===== config.mk =====
export PLATFORM = sky130hd
export DESIGN_NAME = upstack_ctl
export DESIGN_NICKNAME = d
export VERILOG_FILES = /design/src/rtl/upstack_ctl.sv
export SDC_FILE = /design/constraint.sdc
export NUM_CORES = 2
export LEC_CHECK = 0
export BUFFER_PORTS_ARGS = -buffer_cell sky130_fd_sc_hd__clkbuf_2
export CORE_MARGIN = 10
export CORE_UTILIZATION = 42
export CTS_CLUSTER_DIAMETER = 200
export DETAILED_ROUTE_END_ITERATION = 8
export PLACE_DENSITY_LB_ADDON = 0.05
export SLEW_MARGIN = 0
export SYNTH_ARGS = -nofsm -noshare
export SYNTH_HDL_FRONTEND = slang
export SYNTH_SLANG_ARGS = --single-unit

===== constraint.sdc =====
create_clock -name clk -period 4 [get_ports clk]
set_input_delay 0.4 -clock clk [delete_from_list [all_inputs] [get_ports clk]]
set_output_delay 0.4 -clock clk [all_outputs]
set_load 0.03 [all_outputs]

===== src/rtl/upstack_ctl.sv =====
module upstack_ctl #(
  parameter int RAM_BYTES = 128,
  parameter logic [7:0] SP_RESET = 8'h07
) (
  input  logic        clk,
  input  logic        rst_n,
  input  logic        req_valid,
  input  logic [1:0]  req_op,
  input  logic [15:0] req_wdata,
  input  logic        sp_we,
  input  logic [7:0]  sp_wdata,
  output logic [15:0] rd_data,
  output logic        busy,
  output logic        done,
  output logic [7:0]  sp
);
  localparam int AW = $clog2(RAM_BYTES);
  localparam logic [8:0] LIMIT = 9'(RAM_BYTES);

  logic [7:0] mem [RAM_BYTES];
  logic       second, second_pop;
  logic [7:0] hold_hi;

  logic       accept, step, is_pop, wr_ok, rd_ok;
  logic [7:0] sp_up, wr_byte, rd_byte;

  assign accept  = req_valid && !second;
  assign step    = accept || second;
  assign is_pop  = second ? second_pop : req_op[0];
  assign sp_up   = sp + 8'd1;
  assign wr_byte = second ? hold_hi : req_wdata[7:0];
  assign wr_ok   = {1'b0, sp_up} < LIMIT;
  assign rd_ok   = {1'b0, sp} < LIMIT;
  assign rd_byte = rd_ok ? mem[sp[AW-1:0]] : 8'h00;
  assign busy    = second;

  always_ff @(posedge clk) begin
    if (!rst_n) begin
      sp         <= SP_RESET;
      second     <= 1'b0;
      second_pop <= 1'b0;
      hold_hi    <= 8'h00;
      rd_data    <= 16'h0000;
      done       <= 1'b0;
      for (int i = 0; i < RAM_BYTES; i++) mem[i] <= 8'h00;
    end else begin
      done <= 1'b0;
      if (step) begin
        if (is_pop) begin
          sp <= sp - 8'd1;
          if (second)         rd_data[7:0]  <= rd_byte;
          else if (req_op[1]) rd_data[15:8] <= rd_byte;
          else                rd_data       <= {8'h00, rd_byte};
        end else begin
          sp <= sp_up;
          if (wr_ok) mem[sp_up[AW-1:0]] <= wr_byte;
        end
        if (second) begin
          second <= 1'b0;
          done   <= 1'b1;
        end else if (req_op[1]) begin
          second     <= 1'b1;
          second_pop <= req_op[0];
          hold_hi    <= req_wdata[15:8];
        end else begin
          done <= 1'b1;
        end
      end else if (sp_we) begin
        sp <= sp_wdata;
      end
    end
  end


  push_inc_chk: assert property (@(posedge clk) disable iff (!rst_n)
    accept && req_op == 2'b00 |=> sp == $past(sp) + 8'd1);

  pop_dec_chk: assert property (@(posedge clk) disable iff (!rst_n)
    accept && req_op == 2'b01 |=> sp == $past(sp) - 8'd1);

  single_done_chk: assert property (@(posedge clk) disable iff (!rst_n)
    req_valid && !busy && !req_op[1] |=> done && !busy);

  word_finish_chk: assert property (@(posedge clk) disable iff (!rst_n)
    busy |=> done && !busy);

  sp_load_chk: assert property (@(posedge clk) disable iff (!rst_n)
    !busy && !req_valid && sp_we |=> sp == $past(sp_wdata));
endmodule


## After elaboration in Yosys (flattened, before gate mapping)

Memories as Yosys holds them, arrays and structs flattened. A register that Yosys moved wholly into a read port is not among the register bits.
Index checks and enable logic that the tools add are counted.

| storage, ports and cells | value |
|---|---|
| input bits | 30 |
| logic and storage cells | 47 |
| bits in latches | 0 |
| memories | 1 |
| ROM bits | 0 |
| RAM bits | 1024 |
| register bits | 35 |

| cells by class | value |
|---|---|
| multipliers | 0 |
| muxes and demuxes | 24 |
| div/mod/pow operators | 0 |
| $add $sub $neg | 2 |
| shift-type cells | 0 |
| order comparisons | 2 |
| reduce and logical (&&, ||, !) cells | 9 |
| equality and inequality tests | 1 |
| bitwise gates (word level) | 1 |

Memory list:

| name | depth | bits a word | rd ports | clocked after Yosys merged registers in | write ports | line | source |
|---|---|---|---|---|---|---|---|
| mem | 128 | 8 | 1 | 1 | 128 | 20 | `logic [7:0] mem [RAM_BYTES];` |

Operators by type and width:

| operator | count |
|---|---|
| 8-bit 2-to-1 mux | 9 |
| 7-bit 2-to-1 mux | 3 |
| 8-bit < comparator (second input constant) | 2 |
| 1-bit 2-to-1 mux | 12 |
| 3-bit AND reduction | 3 |
| 8-bit by 1-bit adder with 8-bit output (second input constant) | 1 |
| 8-bit OR reduction | 1 |
| 8-bit by 1-bit subtractor with 8-bit output (second input constant) | 1 |
| 2-bit by 1-bit inequality test with 1-bit output (second input constant) | 1 |
| 2-bit AND reduction | 1 |
| 2-bit nonzero test | 1 |
| 1-bit logical AND | 1 |
| 1-bit zero test | 1 |
| 1-bit logical OR | 1 |
| 1-bit NOT | 1 |

## Depth between registers and ports, before layout

| logic depth | value |
|---|---|
| depth in word-level cells | 9 |
| depth in mapped cells | 10 |
| depth with buffers taken out | 8 |

## Worst setup path before layout

OpenSTA, ideal clock, no wires.

| path | value |
|---|---|
| path type | reg2reg |
| start point | register sp[1] |
| end point | memory mem[1][0], enable pin |
| stages on the path, launching flop included | 9 |
| buffers on the path | 1 |
| setup time | 0.329 ns |
| period minus slack after synthesis | 3.123 ns |
| slack | 0.877 ns |
| arrival time | 2.794 ns |
| path through | dfxtp_1 -> ha_1 -> buf_2 -> and3_1 -> nand3_2 -> xnor2_1 -> nor3_2 -> nand2_2 -> nand2_1 |

RTL lines:

| element | line | source |
|---|---|---|
| from (decl) | 15 | `output logic [7:0] sp` |
| from (signal assigned) | 50 | `sp <= sp - 8'd1;` |
| from (signal assigned) | 55 | `sp <= sp_up;` |
| from (signal assigned) | 69 | `sp <= sp_wdata;` |
| to (decl) | 20 |  |

==> metrics.md <==
| Metric | Value |
|---|---|
| Slew HR | `0.1753` |
| Fin crit share | `0.9495` |
| Initial core utilization | `0.4246` |
| Post-synthesis sequential area ratio | `0.6705` |
| Most used DFF post-synth | `edfxtp_1` |
| Cell area power density | `498.3 mW/mm^2` |
| Most frequent CP cell | `nand2_1` |
| EDFF count, synth | `1024` |
| I/O Buffers | `55` |
| Area grow syn2layout | `13.56%` |
| Pin count of the biggest net entering global routing | `150` |
| Ys async rst share | `0` |
| Crit path time final | `3.798 ns` |
| Gp weighted congestion | `0.8406` |
| Core area | `0.1110 mm^2` |
| Initial DRT Pass Iterations | `6` |
| Peak Freq | `263.3 MHz` |
| CTS tree | `done` |
| Die height | `354.9 um` |
| Vias in the first global route | `29770` |
| Final hold violation count | `0` |
| First-pass GRT wire length | `203.8 mm` |
| CTS max path bufs | `3` |
| H-tree depth | `3` |
| R2R cell count | `8` |
| ANT nets after route | `0` |
| Synth Cell Area | `0.04712 mm^2` |
| Commonest non-fill, non-tap cell in the layout | `nor2_1` |
| Worst-Margin Slew | `1.235 ns` |
| Seq cells post-synth | `1066` |
| Maximum vdd ir drop | `0.0003989 V` |
| Yosys warns | `0` |
| Overall routed net length | `140.8 mm` |
| Critical path's largest stage delay | `0.75 ns` |
| Skew final | `0.02881 ns` |
| Hold path cells | `3` |
| CP max-delay cell | `nor3_2` |
| Total gr overflow | `0` |
| RSZ-0062 raised after global routing | `no` |
| Synth cell types | `63` |
| I/O Pins | `56` |
| Placed inst area | `0.04944 mm^2` |
| CTS clk-pin slew, worst paths | `0.06 ns` |
| Worst Setup Start Kind | `flop` |
| Site Rows | `122` |
| Vias | `29740` |
| Most frequent cells in the layout | `1039 x nor2_1, 1024 x edfxtp_1, 301 x mux2i_1` |
| Design Area, Final | `0.05351 mm^2` |
| Lkg Pwr | `20.43 nW` |
| Proportion of layout cells with a drive suffix above 1 | `0.1606` |
| Tot GR Track Use | `0.2188` |
| DIE AREA | `0.1260 mm^2` |
| Status | `complete, no violations` |
| Later-pin clock latency in the skew report | `0.71 ns` |
| CP cell instances | `ha_1, a21boi_0, o32ai_1, a22oi_1, buf_4, nor3_2, nand2_1, nand2_1` |
| Fin. max-slew vios | `0` |
| Family with the most delay on the worst path | `simple AND/OR/NAND/NOR gates` |
| Clk sink count | `1066` |
| Synth Net Count | `3645` |
| Fin nets | `3665` |
| Number of max-cap violations | `0` |
| Worst path bufs/invs | `1` |
| Avg Cell Area, Syn | `13.04 um^2` |
| CP required | `4.37 ns` |
| Detailed Place HPWL | `87.08 mm` |
| Fin Setup TNS | `0 ns` |
| Worst setup EP type | `flop` |
| Levels on crit path | `8` |
| Via density per instance | `5.691` |
| Setup CP Type | `flop to flop` |
| Initial antenna violation count | `1` |
| Die W | `354.9 um` |
| DR iter-0 viols | `2841` |
| CP arrival | `4.17 ns` |
| Setup violators final | `0` |
| Per-cell routed wire length | `26.94 um` |
| Crit-path max FO | `11` |
| TritonCTS Buffers | `116` |
| Drc violations | `0` |
| Post-synthesis cell count | `3613` |
| CTS Root Cell | `clkbuf_16` |
| Fill count | `9703` |
| HP Class | `input pin to flop` |
[logic make-up (layout without fill, tap and decap cells)]
| kind of cell | count (synthesis) | count (layout) | synth area share |
|---|---|---|---|
| xor gates and xnor gates | 9 | 9 | 0.001832 |
| muxes | 416 | 416 | 0.1168 |
| other | 0 | 2 | 0 |
| AOI/OAI and AO/OA | 306 | 306 | 0.04764 |
| adders and majority gates | 2 | 2 | 0.0005310 |
| DFF | 1066 | 1066 | 0.6705 |
| and+or+nand+nor | 1542 | 1542 | 0.1393 |
| buffers and inverters | 272 | 394 | 0.02345 |
[layout make-up]
cell class                      instances  area (um^2)  area share
Clock inverter                         78        853.3     0.01595
Antenna cell                            2        5.005  0.00009353
Clock buffer                          142         3115     0.05823
Tap cell                             1488         1862     0.03479
Multi-Input combinational cell       2275        14650      0.2737
Sequential cell                      1066        31600      0.5905
Inverter                                5        18.77   0.0003508
Timing Repair Buffer                  169         1409     0.02633
[stage by stage]
| step | instances | worst slack (ns) | hold WS, ns | util | power, W |
|---|---|---|---|---|---|
| 4_1_cts | 5223 | 0.1777 | 0.01102 | 0.4821 | 0.02683 |
| 6_report | 5225 | 0.2020 | 0.05572 | 0.4822 | 0.02666 |
| 3_5_place_dp | 4994 | 0.1856 | 0.4861 | 0.4455 | 0.01580 |
| 3_3_place_gp | 4992 | 0.1559 | 0.4754 | 0.4452 | 0.01576 |
| 5_1_grt | 5223 | 0.009158 | 0.05736 | 0.4821 | 0.02748 |
| 2_1_floorplan | 3613 | 0.8769 | 0.4431 | - | 0.01470 |
[state kept, by name, summed over array words and instances, names as in the netlist, named ones only]
register	cells
second_pop	1
mem	1024
rd_data	16
hold_hi	8
done	1
sp	8
busy	1
[Yosys cell counts (3+ instances only)]
master,number,area (um^2)
buf_2,42,210.2
o21ai_0,13,65.06
nand2_1,244,915.9
xor2_1,4,35.03
o31ai_1,9,67.56
a211oi_2,3,37.54
edfxtp_1,1024,30750
nor2_1,1042,3911
dfxtp_1,42,840.8
nor3b_1,3,22.52
clkbuf_1,197,739.5
nor3_1,20,100.1
mux4_2,107,2410
a21boi_0,15,112.6
nand2_2,81,506.7
nand4_1,12,75.07
and2_1,8,50.05
xnor2_1,4,35.03
a31oi_1,11,68.82
mux2i_1,309,3093
nand3_1,52,260.3
a21oi_1,27,135.1
nor2b_1,7,43.79
a22o_1,8,70.07
nand2_4,20,225.2
a22oi_1,144,1081
o211ai_1,41,307.8
a32oi_1,8,70.07
or3_1,6,37.54
nor4_1,11,68.82
nand2b_1,3,18.77
buf_4,4,30.03
o2111ai_1,5,43.79
o22ai_1,6,37.54
a221oi_1,8,70.07
nor3_2,12,120.1
inv_1,4,15.01
buf_1,21,78.83
nor3_4,4,65.06
[repair_timing]
item,CTS,global route
setup endpoints to repair,0,15
buffers inserted,0,0
endpoints found under the hold margin,9,0
gates resized for setup,0,1
hold buffers,9,0
[report_power, final]
| part | switching (W) | leakage, nW | internal, W |
|---|---|---|---|
| Clock | 0.00447 | 1.94 | 0.00662 |
| Combinational | 0.00187 | 7.56 | 0.000886 |
| Sequential | 0.000219 | 10.9 | 0.0126 |
[worst min-delay path, cell delays in order]
cell and delay [ns]:
clkbuf_2 0.09, nor2b_1 0.06, o21a_1 0.16
[routing by layer]
| layer | track usage | share of wire |
|---|---|---|
| met5 | 0 | 0 |
| met4 | 0.05903 | 0.026 |
| met3 | 0.03527 | 0.070 |
| met2 | 0.3603 | 0.48 |
| met1 | 0.2996 | 0.42 |
[worst paths after layout]
check | startpoint | to | slack, ns
worst min register to register | second_pop | second_pop | 0.49
worst min-delay path | req_op[1] | done | 0.06
worst max register to register | sp[0] | mem[74][6] | 0.20
worst max-delay path | sp[0] | mem[74][6] | 0.20
(Power assumes the default switching activity.)
